`src/rtl/bshift_pkg.sv`:
```
package bshift_pkg;

  typedef enum logic [2:0] {
    OP_LSH    = 3'd0,
    OP_ASH    = 3'd1,
    OP_NORM   = 3'd2,
    OP_DENORM = 3'd3,
    OP_EXPD   = 3'd4
  } shOp_e;

  // strobes from control to datapath
  typedef struct packed {
    logic loadRes;
    logic loadExp;
    logic useExp;
    logic negAmt;
    logic arith;
    logic placeLo;
    logic clrBlk;
  } shStrobe_t;

endpackage

```
`src/rtl/bshift_ctrl.sv`:
```
module bshift_ctrl
  import bshift_pkg::*;
(
  input  logic       opValid,
  input  logic [2:0] opCode,
  input  logic       posLo,
  input  logic       blkClr,
  output shStrobe_t  strb
);

  always_comb begin
    strb        = '0;
    strb.clrBlk = blkClr;
    if (opValid) begin
      case (shOp_e'(opCode))
        OP_LSH: begin
          strb.loadRes = 1'b1;
          strb.placeLo = posLo;
        end
        OP_ASH: begin
          strb.loadRes = 1'b1;
          strb.arith   = 1'b1;
          strb.placeLo = posLo;
        end
        OP_NORM: begin
          strb.loadRes = 1'b1;
          strb.loadExp = 1'b1;
          strb.useExp  = 1'b1;
          strb.arith   = 1'b1;
        end
        OP_DENORM: begin
          strb.loadRes = 1'b1;
          strb.arith   = 1'b1;
          strb.negAmt  = 1'b1;
          strb.placeLo = posLo;
        end
        OP_EXPD: strb.loadExp = 1'b1;
        default: ;
      endcase
    end
  end

endmodule

```
`src/rtl/bshift_dp.sv`:
```
module bshift_dp
  import bshift_pkg::*;
#(
  parameter int DATA_W = 16,
  parameter int AMT_W  = 6
) (
  input  logic                      clk,
  input  logic                      rstN,
  input  shStrobe_t                 strb,
  input  logic [DATA_W-1:0]         dataIn,
  input  logic [AMT_W-1:0]          shiftAmt,
  output logic [2*DATA_W-1:0]       result,
  output logic [$clog2(DATA_W)-1:0] expOut,
  output logic [$clog2(DATA_W)-1:0] blkExp
);

  localparam int RES_W = 2 * DATA_W;
  localparam int EXP_W = $clog2(DATA_W);
  localparam logic [EXP_W-1:0] EXP_MAX = EXP_W'(DATA_W - 1);

  // redundant sign bit count
  logic [EXP_W-1:0] expDet;
  logic             runOn;
  always_comb begin
    expDet = '0;
    runOn  = 1'b1;
    for (int i = DATA_W - 2; i >= 0; i--) begin
      if (runOn && (dataIn[i] == dataIn[DATA_W-1])) expDet = expDet + EXP_W'(1);
      else runOn = 1'b0;
    end
  end

  // place word into the 32-bit field
  logic             hiFill;
  logic [RES_W-1:0] placed;
  assign hiFill = strb.arith & dataIn[DATA_W-1];
  assign placed = strb.placeLo ? {{DATA_W{hiFill}}, dataIn}
                               : {dataIn, {DATA_W{1'b0}}};

  // signed effective amount, positive = left
  logic signed [AMT_W:0] amtS, effAmt, negEff;
  logic                  goLeft;
  logic [AMT_W-1:0]      mag;
  always_comb begin
    amtS   = strb.useExp ? signed'({{(AMT_W + 1 - EXP_W){1'b0}}, expDet})
                         : signed'({shiftAmt[AMT_W-1], shiftAmt});
    effAmt = strb.negAmt ? -amtS : amtS;
    negEff = -effAmt;
    goLeft = ~effAmt[AMT_W];
    mag    = goLeft ? effAmt[AMT_W-1:0] : negEff[AMT_W-1:0];
  end

  // logarithmic barrel, one stage per amount bit
  logic             rFill;
  logic [RES_W-1:0] lStg [0:AMT_W];
  logic [RES_W-1:0] rStg [0:AMT_W];
  assign rFill   = strb.arith & placed[RES_W-1];
  assign lStg[0] = placed;
  assign rStg[0] = placed;

  for (genvar k = 0; k < AMT_W; k++) begin : g_stage
    localparam int SH = 1 << k;
    logic [2*RES_W-1:0] lWide, rWide;
    assign lWide      = {{RES_W{1'b0}}, lStg[k]} << SH;
    assign rWide      = {{RES_W{rFill}}, rStg[k]} >> SH;
    assign lStg[k+1]  = mag[k] ? lWide[RES_W-1:0] : lStg[k];
    assign rStg[k+1]  = mag[k] ? rWide[RES_W-1:0] : rStg[k];
  end

  logic [RES_W-1:0] shifted;
  assign shifted = goLeft ? lStg[AMT_W] : rStg[AMT_W];

  always_ff @(posedge clk) begin
    if (!rstN) begin
      result <= '0;
      expOut <= '0;
      blkExp <= EXP_MAX;
    end else begin
      if (strb.loadRes) result <= shifted;
      if (strb.loadExp) expOut <= expDet;
      if (strb.clrBlk) blkExp <= strb.loadExp ? expDet : EXP_MAX;
      else if (strb.loadExp && (expDet < blkExp)) blkExp <= expDet;
    end
  end

endmodule

```
`src/rtl/bshift_top.sv`:
```
module bshift_top
  import bshift_pkg::*;
#(
  parameter int DATA_W = 16,
  parameter int AMT_W  = 6
) (
  input  logic                      clk,
  input  logic                      rstN,
  input  logic                      opValid,
  input  logic [2:0]                opCode,
  input  logic                      posLo,
  input  logic [DATA_W-1:0]         dataIn,
  input  logic [AMT_W-1:0]          shiftAmt,
  input  logic                      blkClr,
  output logic [2*DATA_W-1:0]       result,
  output logic [$clog2(DATA_W)-1:0] expOut,
  output logic [$clog2(DATA_W)-1:0] blkExp
);

  shStrobe_t strb;

  bshift_ctrl u_ctrl (
    .opValid (opValid),
    .opCode  (opCode),
    .posLo   (posLo),
    .blkClr  (blkClr),
    .strb    (strb)
  );

  bshift_dp #(.DATA_W(DATA_W), .AMT_W(AMT_W)) u_dp (
    .clk      (clk),
    .rstN     (rstN),
    .strb     (strb),
    .dataIn   (dataIn),
    .shiftAmt (shiftAmt),
    .result   (result),
    .expOut   (expOut),
    .blkExp   (blkExp)
  );

endmodule

```
`config.mk`:
```
export PLATFORM = sky130hd
export DESIGN_NAME = bshift_top
export DESIGN_NICKNAME = d
export VERILOG_FILES = /design/src/rtl/bshift_pkg.sv /design/src/rtl/bshift_ctrl.sv /design/src/rtl/bshift_dp.sv /design/src/rtl/bshift_top.sv
export SDC_FILE = /design/constraint.sdc
export NUM_CORES = 1
export LEC_CHECK = 0
export ABC_AREA = 1
export ABC_CLOCK_PERIOD_IN_PS = 15000
export BUFFER_PORTS_ARGS = -buffer_cell sky130_fd_sc_hd__buf_2
export CORE_MARGIN = 3
export CORE_UTILIZATION = 67
export CTS_CLUSTER_DIAMETER = 30
export DETAILED_ROUTE_END_ITERATION = 10
export PLACE_DENSITY_LB_ADDON = 0.12
export SLEW_MARGIN = 20
export SYNTH_ARGS = -nofsm -noshare
export SYNTH_HDL_FRONTEND = slang
export SYNTH_SLANG_ARGS = --single-unit
```
`constraint.sdc`:
```
create_clock -name clk -period 15 [get_ports clk]
set_input_delay 3 -clock clk [delete_from_list [all_inputs] [get_ports clk]]
set_output_delay 3 -clock clk [all_outputs]
set_load 0.02 [all_outputs]
```
Yosys cells after proc, flatten, opt, wreduce, memory -nomap -nowiden --
Index checks and enable logic that the tools add are counted.
Word-level totals: register bits after elaboration 40, input port bits 30, output and inout port bits 40, logic and storage cells 118
Operators by class: add/sub/neg operators 16, $lt $le $gt $ge 1, equal/unequal tests 19, muxes and demuxes 56, bitwise logic cells 2, reductions and logical operators 21
Operator list (count):
- 32-bit two-way mux | 14
- 4-bit two-way mux | 17
- 4-bit by 1-bit adder with 4-bit output, second input constant | 14
- 1-bit two-way mux | 21
- 1-bit equality test | 15
- 1-bit logical AND | 15
- 7-bit two-way mux | 2
- 6-bit two-way mux | 2
- 7-bit negator | 1
- 3-bit by 2-bit equality test with 1-bit output, second input constant | 2
- 6-bit negator | 1
- 3-bit OR reduction | 2
- 4-bit < comparator | 1
- 4-bit OR reduction | 1
- 3-bit by 1-bit equality test with 1-bit output, second input constant | 1
- 3-bit equality test, second input constant | 1
- 3-bit zero test | 1
- 1-bit AND | 2
- 2-bit nonzero test | 1
- 2-bit OR reduction | 1

Depth between registers and ports, before layout --
word-level depth 42, mapped depth 58

Modules after synthesis --
From an unflattened synthesis, not the netlist that was laid out.
Unflattened totals: cells, all modules 1491, area total of the unflattened synthesis 7407.1 um^2
Modules (own cells, without submodules):
- bshift_dp | instances 1, cells an instance 1471, area each 7325.8 um^2, sequential area each 800.8 um^2
- bshift_ctrl | instances 1, cells an instance 20, area each 81.3 um^2, sequential area each 0.0 um^2

Least setup slack after synthesis --
OpenSTA, ideal clock, no wires.
path kind input -> register, from in dataIn[15], to reg u_dp.result[24], arrival 8.865 ns, slack 6.018 ns, stages on the path 45, path buffers 3, path through buf_6 inv_4 buf_6 nand2_2 nand2_2 a31oi_2 ha_1 inv_1 a21oi_1 ha_1 inv_1 nand4_1 nand3_1 nand2_1 inv_1 ha_1 nand3b_1 and2_1 (+9 left out) a22oi_1 nand3_1 nand2_1 ha_1 nand2_1 o21ai_1 inv_1 ha_1 xor2_1 o21ai_4 clkbuf_1 nand3_1 nand3_1 nand2_1 o21ai_0 nand2_1 nor2_1 nor2_1
On the way: cells in the longest elaborated chain, start to end 42, elaborated cells between the ends (all ways) 93, classes of those cells add/sub: 16; eq/ne: 15; mux: 46; bitwise: 2; reduce/logical: 14
RTL lines:
- start, declared | line bshift_top.sv:12 | input logic [DATA_W-1:0] dataIn,
- 1-bit equality test | line bshift_dp.sv:28 | if (runOn && (dataIn[i] == dataIn[DATA_W-1])) expDet = expDet + EXP_W'(1);
- 1-bit two-way mux | line bshift_dp.sv:28
- 4-bit by 1-bit adder with 4-bit output / 1-bit logical AND (equally long branches) | line bshift_dp.sv:28
- 4-bit two-way mux / 1-bit two-way mux (equally long branches) | line bshift_dp.sv:28
- 4-bit by 1-bit adder with 4-bit output / 1-bit logical AND (equally long branches) | line bshift_dp.sv:28
- 4-bit two-way mux / 1-bit two-way mux (equally long branches) | line bshift_dp.sv:28
- 4-bit by 1-bit adder with 4-bit output / 1-bit logical AND (equally long branches) | line bshift_dp.sv:28
- 4-bit two-way mux / 1-bit two-way mux (equally long branches) | line bshift_dp.sv:28
- (+21 left out)
- 4-bit two-way mux | line bshift_dp.sv:28
- 7-bit two-way mux | line bshift_dp.sv:45 | amtS = strb.useExp ? signed'({{(AMT_W + 1 - EXP_W){1'b0}}, expDet})
- 7-bit negator | line bshift_dp.sv:47 | effAmt = strb.negAmt ? -amtS : amtS;
- 7-bit two-way mux | line bshift_dp.sv:47
- 6-bit negator | line bshift_dp.sv:48 | negEff = -effAmt;
- 6-bit two-way mux | line bshift_dp.sv:50 | mag = goLeft ? effAmt[AMT_W-1:0] : negEff[AMT_W-1:0];
- 32-bit two-way mux, on equally long branches (6 in a row) | line bshift_dp.sv:66, bshift_dp.sv:67
- 32-bit two-way mux (*) | line bshift_dp.sv:71 | assign shifted = goLeft ? lStg[AMT_W] : rStg[AMT_W];
- end signal, assigned | line bshift_dp.sv:79 | if (strb.loadRes) result <= shifted;
- end, declared | line bshift_dp.sv:12 | output logic [2*DATA_W-1:0] result,
Every way passes the cells marked *; elsewhere a longest branch is shown, timed or not. A chain may end at the register's enable or synchronous reset.

Final worst setup path --
from in dataIn[15], to reg u_dp.result[27]
Same word-level chain as after synthesis.

==> summary.md <==
| Metric | Value |
|---|---|
| Utilization after layout | `0.732` |
| Final Setup Violations | `0` |
| Post-CTS Resized | `0` |
| Final Hold Viols | `0` |
| Clk sinks | `40` |
| Critical Path Max Stage Delay | `0.50 ns` |
| Crit path top cell by count | `nand2_1` |
| Logic gate share of total power | `0.654` |
| Most frequent cells after synthesis | `539 x nand2_1, 329 x nand3_1, 158 x inv_1, 91 x nor2_1, 66 x o21ai_0` |
| Total GRT Usage | `0.405` |
| Max cap viols | `0` |
| CTS tree | `yes` |
| Yosys top cell by area | `nand2_1` |
| Site row count | `37` |
| Power Density | `73.7 nW/um2` |
| Io pins | `70` |
| Die area | `~12000 um2` |
| Reg clk slew, reported paths | `0.08 ns` |
| Async SR Flop Fraction | `0` |
| DR WL/cell | `approximately 16 um` |
| Setup crit start kind | `input pin` |
| # fillers | `about 1000` |
| Cell Area, Synth | `around 7400 um2` |
| Hold slack final | `0.522 ns` |
| Clock Power Share | `0.139` |
| WP data required | `about 15 ns` |
| Largest net degree at the start of global routing | `70` |
| Core area | `approximately 11000 um2` |
| Gate Count Post-Synth | `roughly 1500` |
| Overflow after GRT | `0` |
| VDD IR max | `between 0.06 and 0.07 mV` |
| Post-synthesis sequential area ratio | `0.108` |
| Final wirelength | `25400 um` |
| H-tree levels | `2` |
| Post-synth top flop | `dfxtp_1` |
| Hold_buf cts | `0` |
| Synth Warn # | `0` |
| Final ANT Viol Nets | `0` |
| Die Width | `~110 um` |
| Pwr Total | `570 uW` |
| Via Count | `~10000` |
| Hpwl dp | `~19000 um` |
| TritonRoute pass-1 iters | `6` |
| Synth cell types | `47` |
| Multi-input gate area | `between 5000 and 6000 um2` |
| Fin worst setup slack | `approximately 4.5 ns` |
| # Post-CTS Setup Buffers | `0` |
| TritonCTS buffer count | `5` |
| Internal power | `about 260 uW` |
| Worst-Margin Slew | `~0.91 ns` |
| Root buffer cell | `clkbuf_8` |
| Register area | `between 800 and 900 um2` |
| Nets | `1522` |
| Pre-CTS setup slack | `around 4.3 ns` |
| RSZ-0062 raised after global routing | `false` |
| Number of port buffers | `just under 70` |
| Switching Share | `0.543` |
| Synth Register Bits | `40` |
| Leakage | `about 4.5 nW` |
| Post-route minimum period | `10.55 ns` |
| Max Fanout on Critical Path | `between 50 and 60` |
| Post-route clock period utilization | `0.703` |
| Die Height | `111 um` |
| Vias in the first global route | `8885` |
| Initial Util | `0.703` |
| Fmax | `between 90 and 100 MHz` |
| Post-synth top area share | `0.273` |
| Worst Clk Skew | `roughly 0.00086 ns` |
| Setup Total Neg Slack | `0 ns` |
| CP endpoint kind | `flip-flop` |
| P&R area growth vs syn | `4.10%` |
| Initial DRC count | `between 1500 and 2000` |
| DR vias/cell | `a little over 6` |
| Layout cell share with drive strength beyond 1 | `0.108` |
| Fin. max-slew vios | `0` |
| Most numerous cell in the Yosys netlist | `nand2_1` |
| Status | `finished clean` |
| Net Sw Power | `slightly above 300 uW` |
| RD Place Congestion | `1.03` |
| First-pass GRT wire length | `between 40000 and 50000 um` |
| Leading post-synthesis cells by cell area | `nand2_1 27%, nand3_1 22%, dfxtp_1 11%, inv_1 8.0%, nor2_1 4.6%` |
| CP max-delay cell | `buf_4` |
| Relative slew margins | `0.391` |
| Worst hold path type | `reg -> reg` |
| Worst-Skew Late Latency | `about 0.3 ns` |
| # diodes | `0` |
| Setup CP Type | `in -> reg` |
| Seq pwr share | `0.207` |
| Critical Path AT | `~11 ns` |
| Initial antenna violation count | `1` |
| DRC violations left | `0` |
| Number of synthesized flops with an enable pin | `0` |
| Post-Syn Nets | `~1500` |
| Mean post-synth cell area | `roughly 5.1 um2` |
| CTS Buffer Depth | `2` |
==> state kept, by name (all words and copies together), names as in the netlist <==
| signal | count |
|---|---|
| u_dp.blkExp | 4 |
| u_dp.expOut | 4 |
| u_dp.result | 32 |
==> metal layers <==
layer | vias up | GRT usage | wire, um
met1 | 4386 | 0.528 | 10000
li1 | 4715 | - | -
met3 | 142 | 0.0666 | 2530
met5 | - | 0 | 7
met2 | 598 | 0.647 | 11400
met4 | 2 | 0.194 | 1440
==> layout make-up <==
class / count / area share
repair buffers: 77 / 0.0525
clock inverters: 2 / 0.00178
flip-flops and latches: 40 / 0.104
multi-input cells: 1181 / 0.726
inverters: 171 / 0.0837
clock buffers: 6 / 0.0107
well taps: 136 / 0.0220
==> through the flow <==
| step | std cells | area [um2] |
|---|---|---|
| 2_1_floorplan | 1464 | 7420 |
| 3_3_place_gp | 1605 | 7630 |
| 3_5_place_dp | 1605 | 7630 |
| 4_1_cts | 1613 | 7730 |
| 5_1_grt | 1613 | 7730 |
| 6_report | 1613 | 7730 |
==> final timing paths <==
kind / from / endpoint / slack, ns / depth (start not counted)
worst max register to register: u_dp.blkExp[3]$_SDFFE_PN1P_ / u_dp.blkExp[0]$_SDFFE_PN1P_ / 13.51 / 8
worst min-delay path: u_dp.blkExp[2]$_SDFFE_PN1P_ / u_dp.blkExp[2]$_SDFFE_PN1P_ / 0.52 / 2
worst max-delay path: dataIn[15] / u_dp.result[27]$_SDFFE_PN0P_ / 4.45 / 46
worst min register to register: u_dp.blkExp[2]$_SDFFE_PN1P_ / u_dp.blkExp[2]$_SDFFE_PN1P_ / 0.52 / 2
==> power by group through the flow <==
stage / logic (mW) / registers (mW) / clock network, mW
2_1_floorplan: 0.274 / 0.128 / 0
3_3_place_gp: 0.355 / 0.120 / 0
3_5_place_dp: 0.360 / 0.120 / 0
4_1_cts: 0.361 / 0.118 / 0.0781
5_1_grt: 0.413 / 0.119 / 0.0826
6_report: 0.373 / 0.118 / 0.0790
==> critical path: cells and delay by family <==
family	cells	cell delay (ns)
AO/OA/AOI/OAI	5	0.85
adder cells (fa/ha/maj)	8	2.04
buffers and inverters	8	1.34
AND/OR/NAND/NOR	25	3.44
==> cell usage in the layout, fill, tap and decap left out, drive strengths merged, types with 5 or more instances in the layout <==
cell type / n
nand2: 570
nand3: 335
inv: 169
nor2: 97
o21ai: 78
buf: 77
a21oi: 45
dfxtp: 40
ha: 16
xor2: 7
or2: 6
clkbuf: 6
o211ai: 5
==> logic make-up after synthesis <==
kind of cell | share of synthesized area
compound gates | 0.103
xor+xnor | 0.0142
fa+ha+maj | 0.0270
buf+inv | 0.139
flops | 0.108
simple gates | 0.609
Note: power is estimated with default switching activity, not from simulation.
